--- src/rtl/gr_pkg.sv ---
package gr_pkg;
    localparam int CODE_W   = 12;
    localparam int IDX_W    = 3;
    localparam int MAX_IDX  = 4;

    typedef enum logic {
        ST_RUN    = 1'b0,
        ST_SETTLE = 1'b1
    } gr_state_e;
endpackage

--- src/rtl/gr_window.sv ---
module gr_window
    import gr_pkg::*;
#(
    parameter int W = CODE_W
) (
    input  logic [W-1:0] code,
    input  logic [W-1:0] hi_lim,
    input  logic [W-1:0] lo_lim,
    output logic         above,
    output logic         below,
    output logic         cfg_err
);
    localparam int WX = W + 1;
    logic [WX-1:0] lo_dbl;

    always_comb begin
        above   = code > hi_lim;
        below   = code < lo_lim;
        lo_dbl  = {lo_lim, 1'b0};
        cfg_err = lo_dbl >= {1'b0, hi_lim};
    end
endmodule

--- src/rtl/gr_result.sv ---
module gr_result
    import gr_pkg::*;
#(
    parameter int W  = CODE_W,
    parameter int GW = IDX_W
) (
    input  logic          clk,
    input  logic          rst_n,
    input  logic          vld,
    input  logic [W-1:0]  code,
    input  logic [GW-1:0] gain_now,
    input  logic          ack,
    output logic [W-1:0]  res_code,
    output logic [GW-1:0] res_gain,
    output logic          ready,
    output logic          overrun
);
    always_ff @(posedge clk or negedge rst_n) begin
        if (!rst_n) begin
            res_code <= '0;
            res_gain <= '0;
            ready    <= 1'b0;
            overrun  <= 1'b0;
        end else begin
            if (vld) begin
                res_code <= code;
                res_gain <= gain_now;
            end
            ready   <= vld | (ready & ~ack);
            overrun <= ~ack & (overrun | (vld & ready));
        end
    end

    // an unacknowledged overwrite is flagged
    a_r10_overrun_set: assert property (@(posedge clk) disable iff (!rst_n)
        (vld && ready && !ack) |=> overrun);
    // a lone acknowledge clears both flags
    a_r9_ack_clears: assert property (@(posedge clk) disable iff (!rst_n)
        (ack && !vld) |=> (!ready && !overrun));
    // every accepted sample leaves data ready
    a_r8_ready_after_sample: assert property (@(posedge clk) disable iff (!rst_n)
        vld |=> ready);
endmodule

--- src/rtl/gr_step_fsm.sv ---
module gr_step_fsm
    import gr_pkg::*;
#(
    parameter int GW = IDX_W,
    parameter int SW = 4,
    parameter int TOP = MAX_IDX
) (
    input  logic          clk,
    input  logic          rst_n,
    input  logic          eval_vld,
    input  logic          above,
    input  logic          below,
    input  logic [GW-1:0] floor_idx,
    input  logic [GW-1:0] ceil_idx,
    input  logic [SW-1:0] settle_n,
    output logic [GW-1:0] gain,
    output logic          up_p,
    output logic          dn_p
);
    localparam logic [GW-1:0] TOP_IDX = GW'(TOP);

    gr_state_e     state, state_n;
    logic [SW-1:0] cnt, cnt_n;
    logic [GW-1:0] gain_n;
    logic          up_n, dn_n, stepped;

    always_comb begin
        state_n = state;
        cnt_n   = cnt;
        gain_n  = gain;
        up_n    = 1'b0;
        dn_n    = 1'b0;
        stepped = 1'b0;
        unique case (state)
            ST_RUN: begin
                if (eval_vld) begin
                    if (above) begin
                        if (gain > floor_idx) begin
                            gain_n  = gain - 1'b1;
                            dn_n    = 1'b1;
                            stepped = 1'b1;
                        end
                    end else if (below) begin
                        if (gain < ceil_idx && gain < TOP_IDX) begin
                            gain_n  = gain + 1'b1;
                            up_n    = 1'b1;
                            stepped = 1'b1;
                        end
                    end
                    if (stepped && settle_n != '0) begin
                        state_n = ST_SETTLE;
                        cnt_n   = settle_n;
                    end
                end
            end
            ST_SETTLE: begin
                if (eval_vld) begin
                    cnt_n = cnt - 1'b1;
                    if (cnt == SW'(1)) state_n = ST_RUN;
                end
            end
            default: state_n = ST_RUN;
        endcase
    end

    always_ff @(posedge clk or negedge rst_n) begin
        if (!rst_n) begin
            state <= ST_RUN;
            cnt   <= '0;
        end else begin
            state <= state_n;
            cnt   <= cnt_n;
        end
    end

    always_ff @(posedge clk or negedge rst_n) begin
        if (!rst_n) begin
            gain <= '0;
            up_p <= 1'b0;
            dn_p <= 1'b0;
        end else begin
            gain <= gain_n;
            up_p <= up_n;
            dn_p <= dn_n;
        end
    end

    // a down pulse goes with a single-level drop
    a_r2_down_one: assert property (@(posedge clk) disable iff (!rst_n)
        dn_p |-> (gain == $past(gain) - 1'b1));
    // an up pulse goes with a single-level rise
    a_r3_up_one: assert property (@(posedge clk) disable iff (!rst_n)
        up_p |-> (gain == $past(gain) + 1'b1));
    // never both directions at once
    a_r12_one_dir: assert property (@(posedge clk) disable iff (!rst_n)
        !(up_p && dn_p));
    // index never passes the hard top
    a_r5_top: assert property (@(posedge clk) disable iff (!rst_n)
        gain <= TOP_IDX);
    // steps only come from the live state
    a_r7_no_step_blanked: assert property (@(posedge clk) disable iff (!rst_n)
        (up_p || dn_p) |-> ($past(state) == ST_RUN));
    // the blanking state always has samples left to skip
    a_r7_cnt_live: assert property (@(posedge clk) disable iff (!rst_n)
        (state == ST_SETTLE) |-> (cnt != '0));
    // without a pulse the index holds
    a_r4_hold: assert property (@(posedge clk) disable iff (!rst_n)
        (!up_p && !dn_p) |-> $stable(gain));
endmodule

--- src/rtl/gain_ranger.sv ---
module gain_ranger
    import gr_pkg::*;
#(
    parameter int CW = CODE_W,
    parameter int GW = IDX_W,
    parameter int SW = 4
) (
    input  logic          clk,
    input  logic          rst_n,
    input  logic          smp_valid,
    input  logic [CW-1:0] smp_code,
    input  logic [CW-1:0] hi_lim,
    input  logic [CW-1:0] lo_lim,
    input  logic [GW-1:0] gain_floor,
    input  logic [GW-1:0] gain_ceil,
    input  logic [SW-1:0] settle_n,
    input  logic          res_ack,
    output logic [GW-1:0] gain_idx,
    output logic [CW-1:0] res_code,
    output logic [GW-1:0] res_gain,
    output logic          res_ready,
    output logic          res_overrun,
    output logic          step_up,
    output logic          step_down,
    output logic          cfg_err
);
    logic          s_vld;
    logic [CW-1:0] s_code;
    logic          above, below;

    always_ff @(posedge clk or negedge rst_n) begin
        if (!rst_n) begin
            s_vld  <= 1'b0;
            s_code <= '0;
        end else begin
            s_vld <= smp_valid;
            if (smp_valid) s_code <= smp_code;
        end
    end

    gr_window #(.W(CW)) u_win (
        .code    (s_code),
        .hi_lim  (hi_lim),
        .lo_lim  (lo_lim),
        .above   (above),
        .below   (below),
        .cfg_err (cfg_err)
    );

    gr_step_fsm #(.GW(GW), .SW(SW), .TOP(MAX_IDX)) u_fsm (
        .clk       (clk),
        .rst_n     (rst_n),
        .eval_vld  (s_vld),
        .above     (above),
        .below     (below),
        .floor_idx (gain_floor),
        .ceil_idx  (gain_ceil),
        .settle_n  (settle_n),
        .gain      (gain_idx),
        .up_p      (step_up),
        .dn_p      (step_down)
    );

    gr_result #(.W(CW), .GW(GW)) u_res (
        .clk      (clk),
        .rst_n    (rst_n),
        .vld      (smp_valid),
        .code     (smp_code),
        .gain_now (gain_idx),
        .ack      (res_ack),
        .res_code (res_code),
        .res_gain (res_gain),
        .ready    (res_ready),
        .overrun  (res_overrun)
    );

    // the tag is the index that held just before the accepting edge
    a_r8_tag: assert property (@(posedge clk) disable iff (!rst_n)
        $past(smp_valid) |-> (res_gain == $past(gain_idx)));
endmodule

--- config.mk ---
export PLATFORM = sky130hd
export DESIGN_NAME = gain_ranger
export DESIGN_NICKNAME = d
export VERILOG_FILES = /design/src/rtl/gr_pkg.sv /design/src/rtl/gr_window.sv /design/src/rtl/gr_result.sv /design/src/rtl/gr_step_fsm.sv /design/src/rtl/gain_ranger.sv
export SDC_FILE = /design/constraint.sdc
export NUM_CORES = 1
export LEC_CHECK = 0
export BUFFER_PORTS_ARGS = -buffer_cell sky130_fd_sc_hd__buf_2
export CORE_MARGIN = 2
export CORE_UTILIZATION = 40
export DETAILED_ROUTE_END_ITERATION = 12
export PLACE_DENSITY = 0.72
export SYNTH_ARGS = -nofsm -noshare
export SYNTH_HDL_FRONTEND = slang
export SYNTH_HIERARCHICAL = 1
export SYNTH_SLANG_ARGS = --single-unit
--- constraint.sdc ---
create_clock -name clk -period 3.15 [get_ports clk]
set_input_delay 0 -clock clk [delete_from_list [all_inputs] [get_ports clk]]
set_output_delay 0 -clock clk [all_outputs]
set_load 0.05 [all_outputs]
## Word level (Yosys, flattened, before mapping)

Index checks and enable logic that the tools add are counted.

- Input port bits: 50
- Bits in registers: 28
- RAM bits: 0
- Memories kept: 0
- Output and inout port bits: 23
- Bits in latches: 0
- ROM bits: 0

- Eq/ne operators: 5
- Reduce and logical (&&, ||, !) cells: 7
- Divide/modulo/power cells: 0
- Shift operators: 0
- Bitwise logic cells: 7
- Multiply operators: 0
- Multiplexer cells: 25
- $add $sub $neg: 3
- $lt $le $gt $ge: 6

Operator list:

| operator | count |
|---|---|
| 1-bit two-way mux | 16 |
| 13-bit by 12-bit greater-or-equal comparator with 1-bit output | 1 |
| 12-bit > comparator | 1 |
| 12-bit < comparator | 1 |
| 3-bit two-way mux | 4 |
| 4-bit two-way mux | 3 |
| 4-bit one-hot mux with 2 select lines | 1 |
| 5-bit AND reduction | 1 |
| 4-bit by 1-bit == test with 1-bit output, second input constant | 1 |
| 2-bit by 1-bit inequality test with 1-bit output, second input constant | 2 |
| 2-bit inequality test, second input constant | 2 |
| 2-bit nonzero test | 2 |
| 4-bit nonzero test | 1 |
| 4-bit by 1-bit subtractor with 4-bit output, second input constant | 1 |
| 3-bit by 1-bit adder with 3-bit output, second input constant | 1 |
| 1-bit AND | 3 |
| 3-bit > comparator | 1 |
| 3-bit < comparator | 1 |
| 3-bit < comparator, second input constant | 1 |
| 3-bit AND reduction | 1 |
| 3-bit by 1-bit subtractor with 3-bit output, second input constant | 1 |
| 1-bit logical AND | 2 |
| 1-bit inverter | 2 |
| 1-bit OR | 2 |
| 1-bit one-hot mux with 2 select lines | 1 |

## Depth between registers and ports, before layout

- Word-level depth: 11
- Mapped depth: 13
- Depth with buffers taken out: 12

## Cells and area by module

Netlist, hierarchy kept.

Modules (own cells, without submodules):

| module | area each (µm²) | cells each | instances |
|---|---|---|---|
| gr_window | 803.3 | 103 | 1 |
| gr_step_fsm | 737.0 | 82 | 1 |
| gr_result | 676.9 | 38 | 1 |
| gain_ranger | 509.2 | 26 | 1 |

## Worst setup path after synthesis

Ideal clock, no wire load.

- Kind: reg-to-reg
- From: reg s_code[1]
- To: reg u_fsm.cnt[3]
- Arrival: 2522 ps
- Stages on the path, launching flop included: 13
- Library setup time: 124 ps
- Setup slack: 504 ps
- Required time: 3026 ps
- Clock period less this slack: 2646 ps
- Cells stage by stage: dfrtp_1 ha_1 nor2b_4 o211ai_2 a211oi_1 a2111oi_2 nor2_1 nor4b_2 o21ai_1 o31a_1 buf_6 o41a_1 o31a_1

RTL lines:

| what | line | text |
|---|---|---|
| from (decl) | gain_ranger.sv:28 | `logic [CW-1:0] s_code;` |
| from (signal assigned) | gain_ranger.sv:37 | `if (smp_valid) s_code <= smp_code;` |
| 12-bit > comparator | gr_window.sv:17 | `above = code > hi_lim;` |
| via above | gain_ranger.sv:29 | `logic above, below;` |
| 1-bit two-way mux | gr_step_fsm.sv:37 | `if (above) begin` |
| 1-bit two-way mux | gr_step_fsm.sv:36 | `if (eval_vld) begin` |
| 1-bit two-way mux | gr_step_fsm.sv:34 | `unique case (state)` |
| 1-bit logical AND | gr_step_fsm.sv:50 | `if (stepped && settle_n != '0) begin` |
| 2-bit by 1-bit inequality test with 1-bit output (no line) | -- |  |
| 3-bit AND reduction (no line) | -- |  |
| to (signal assigned) | gr_step_fsm.sv:72 | `cnt <= cnt_n;` |
| to (decl) | gr_step_fsm.sv:23 | `logic [SW-1:0] cnt, cnt_n;` |

The timed path passes the listed nets, and every way through them passes these cells. The select of a mux whose other input is x is not followed.
A chain may end at the register's enable or synchronous reset.

## Final worst setup path

Same ends and word-level chain as after synthesis.

==> out/qor.csv <==
stage,metric,value,unit
critical_path,cp_data_required_time,3.32,ns
floorplanning,initial_utilization,40.8,%
routing,drtPass1Iterations,4,
timing,worstMarginPinSlew,0.896,ns
timing,tns,0,ns
routing,viasPerCell,5.05,
layout,antenna_cells,0,
logic_synthesis,async_flop_share,100,%
min_path,min_path_type,in2reg,
clock_tree,cts_tree,built,
logic_synthesis,synth-simple-area-share,9.82,%
critical_path,slowest_delay,0.43,ns
critical_path,worstPathMaxFanout,9,
routing,wirelength,5900,um
timing,period_minus_slack,2.91,ns
clock_tree,cts_resized,0,
critical_path,rr_worst_depth,11,
floorplanning,die_w,86.6,um
routing,m1WireLength,2760,um
critical_path,crit_type,reg2reg,
global_routing,grt_pass1_vias,2131,
clock_tree,clk_path_buf_depth,2,
critical_path,cp_num_buf_inv,0,
logic_synthesis,yosys_warnings,6,
logic_synthesis,ys_ff_latch,40,
layout,fill_cells,622,
layout,layout.nets,429,
logic_synthesis,synth_area,2730,um2
clock_tree,cts_root_buf,clkbuf_8,
timing,min_period_over_period,92.3,%
logic_synthesis,synth_nets,341,
logic_synthesis,synth_top_family_by_area,adder cells,
routing,post-route-drc-count,0,
floorplanning,dieHeight,86.6,um
timing,fin_worst_skew,0.00809,ns
power_and_ir_drop,power_leakage,1.79,nW
logic_synthesis,muxShareOfSynthArea,14.4,%
clock_tree,clk-insertion-delay-late,0.29,ns
critical_path,path_cells,ha_1 -> nor2b_4 -> o211ai_2 -> a211oi_1 -> a2111oi_2 -> nor2_1 -> nor4b_2 -> o21ai_1 -> o31a_1 -> o41a_1 -> o31a_1,
timing,drv_slew,0,
critical_path,cp_common_cell,o31a_1,
logic_synthesis,synth_compound_area_share,11.5,%
logic_synthesis,synth-main-ff-cell,dfrtp_1,
routing,ant_nets,0,
logic_synthesis,syn_inst,249,
layout,area_delta_synth_final,24.8,%
power_and_ir_drop,p_per_area,603,nW/um2
logic_synthesis,synth-adder-area-share,19.6,%
clock_tree,post_cts_buffers,0,
logic_synthesis,synth_cell_types,46,
placed_design,gp_congestion,0.819,
logic_synthesis,synth.largest_area_cell,dfrtp_1,
placed_design,io_buffers,72,
timing,finalHoldViolations,0,
layout,layout-drive-gt1-share,33.1,%
logic_synthesis,synth_most_common_cell,ha_1,
timing,max_clock_freq,344,MHz
critical_path,startpoint_type,register,
timing,rsz0062_at_grt,false,
routing,drt-initial-drc-count,65,
timing,fin_ws,0.244,ns
routing,drt-wirelength-per-cell,14.1,um
critical_path,crit_slowest_cell,o41a_1,
flow_run,drv_cap,0,
routing,top_layer,met4,
logic_synthesis,synth.area.top_cells,"dfrtp_1 (37%), ha_1 (19%), mux2_4 (9.9%)",
clock_tree,clkTransAtPathRegs,0.08,ns
global_routing,grt_start_max_net_pins,41,
logic_synthesis,synth_xor_area_share,0.964,%
clock_tree,numCtsBuffers,5,
placed_design,post-place-ws,0.264,ns
routing,via_count,2110,
floorplanning,coreArea,6680,um2
floorplanning,die_area,7490,um2
min_path,whs_path_depth,3,
critical_path,worstSetupEndpointType,register,
power_and_ir_drop,ir_drop,0.562,mV
logic_synthesis,ys_seq_area_share,36.7,%
timing,relSlewSlack,40.2,%
critical_path,cp-startpoint,s_code[1],
critical_path,cp_top_family,compound AO/OA/AOI/OAI gates,
critical_path,cp.arrival,3.08,ns
global_routing,grt_overflow_total,0,
logic_synthesis,yosysTopAreaCellShare,36.7,%
routing,wl_met2,2880,um
floorplanning,io_pins,73,
routing,met3_wirelength,204,um
global_routing,antenna_found_initial,0,
timing,setup_violations,0,
logic_synthesis,synth-edff-count,0,
logic_synthesis,syn_avg_cell_area,10.9,um2
clock_tree,htree_levels,2,
critical_path,worst-path-stages,11,
floorplanning,rows,30,
critical_path,timing.rr.start,s_code[1],
global_routing,grtUsageTotal,17.0,%
clock_tree,cts_sinks,40,
global_routing,grt_pass1_wl,10100,um
placed_design,hpwlAfterDp,4510,um
outcome,run_status,finished clean,
logic_synthesis,synth_commonest_cells,"ha_1 (41), dfrtp_1 (40), inv_1 (35)",
min_path,worstHoldStart,settle_n[3],
## registers in the layout, summed over array words and instances, names as in the netlist
name            cells
s_code             12
u_fsm/up_p          1
u_res/overrun       1
u_fsm/state         1
u_fsm/dn_p          1
u_fsm/cnt           4
u_fsm/gain          3
u_res/res_gain      3
u_res/res_code     12
u_res/ready         1
s_vld               1
## where the power goes
part	leakage (nW)	internal (mW)	switching, mW
sequential	0.472	0.620	0.112
combinational	1.26	0.340	0.528
clock	0.0645	0.280	0.172
## through the flow
step	utilization [%]	power (mW)	cell area [um2]	instances	hold slack (ns)
final	50.9	2.05	3400	418	0.0861
after global placement	46.8	1.56	3130	395	0.170
after detailed placement	46.8	1.59	3130	395	0.177
after CTS	50.9	2.06	3400	418	0.0791
after floorplan	-	1.38	2730	249	-0.296
after global routing	50.9	2.20	3400	418	0.121
## logic make-up (layout without fill, tap and decap cells)
| logic type | count (synthesis) | in the layout |
|---|---|---|
| simple gates | 50 | 50 |
| xor+xnor | 3 | 3 |
| mux | 29 | 29 |
| compound gates | 44 | 44 |
| flops | 40 | 40 |
| fa+ha+maj | 42 | 42 |
| buf+inv | 41 | 130 |
## path summary, 6_finish.rpt
kind / end / slack [ns]
min in group asynchronous: u_res/res_code[4] / 0.39
worst min register to register: u_res/res_code[10] / 0.51
worst min-delay path: u_fsm/cnt[3] / 0.09
worst max-delay path: u_fsm/cnt[3] / 0.24
worst max register to register: u_fsm/cnt[3] / 0.24
max in group asynchronous: u_fsm/cnt[2] / 2.20
## layout by cell type, fill, tap and decap left out, types with 4 or more instances in the layout
| master | netlist | final |
|---|---|---|
| a21oi_1 | 11 | 11 |
| mux2_4 | 18 | 18 |
| nand3_1 | 7 | 7 |
| clkbuf_8 | 0 | 7 |
| buf_2 | 0 | 72 |
| dlygate4sd3_1 | 0 | 15 |
| dfrtp_1 | 40 | 40 |
| nor2_1 | 11 | 11 |
| inv_1 | 35 | 35 |
| ha_1 | 41 | 41 |
| mux2_2 | 9 | 9 |
| nand4_1 | 4 | 4 |
| nand2_1 | 11 | 11 |
| o21ai_0 | 7 | 7 |
| nor3_1 | 5 | 5 |
## tightest hold or removal path: stages
cell and delay, ns:
buf_2 0.09, o41a_1 0.13, o31a_1 0.11
## layout make-up
| cell class | count | area (um2) | area share [%] |
|---|---|---|---|
| clock buffers | 7 | 96.3 | 2.83 |
| inverters | 35 | 131 | 3.86 |
| well taps | 80 | 100 | 2.94 |
| repair buffers | 87 | 510 | 15.0 |
| multi-input cells | 168 | 1530 | 45.1 |
| clock inverters | 1 | 30.0 | 0.883 |
| flip-flops and latches | 40 | 1000 | 29.4 |
## metal layers
| layer | vias up | GRT usage [%] |
|---|---|---|
| li1 | 1066 | - |
| met1 | 988 | 23.4 |
| met2 | 52 | 28.4 |
| met3 | 4 | 1.90 |
| met4 | 0 | 4.55 |
| met5 | - | 0 |
## what timing repair did
| item | 4_1_cts | 5_1_grt |
|---|---|---|
| setup endpoints to repair | 0 | 0 |
| hold buffers | 15 | 0 |
| hold endpoints to repair | 67 | 0 |
No activity file was read; power rests on OpenSTA's default activity.
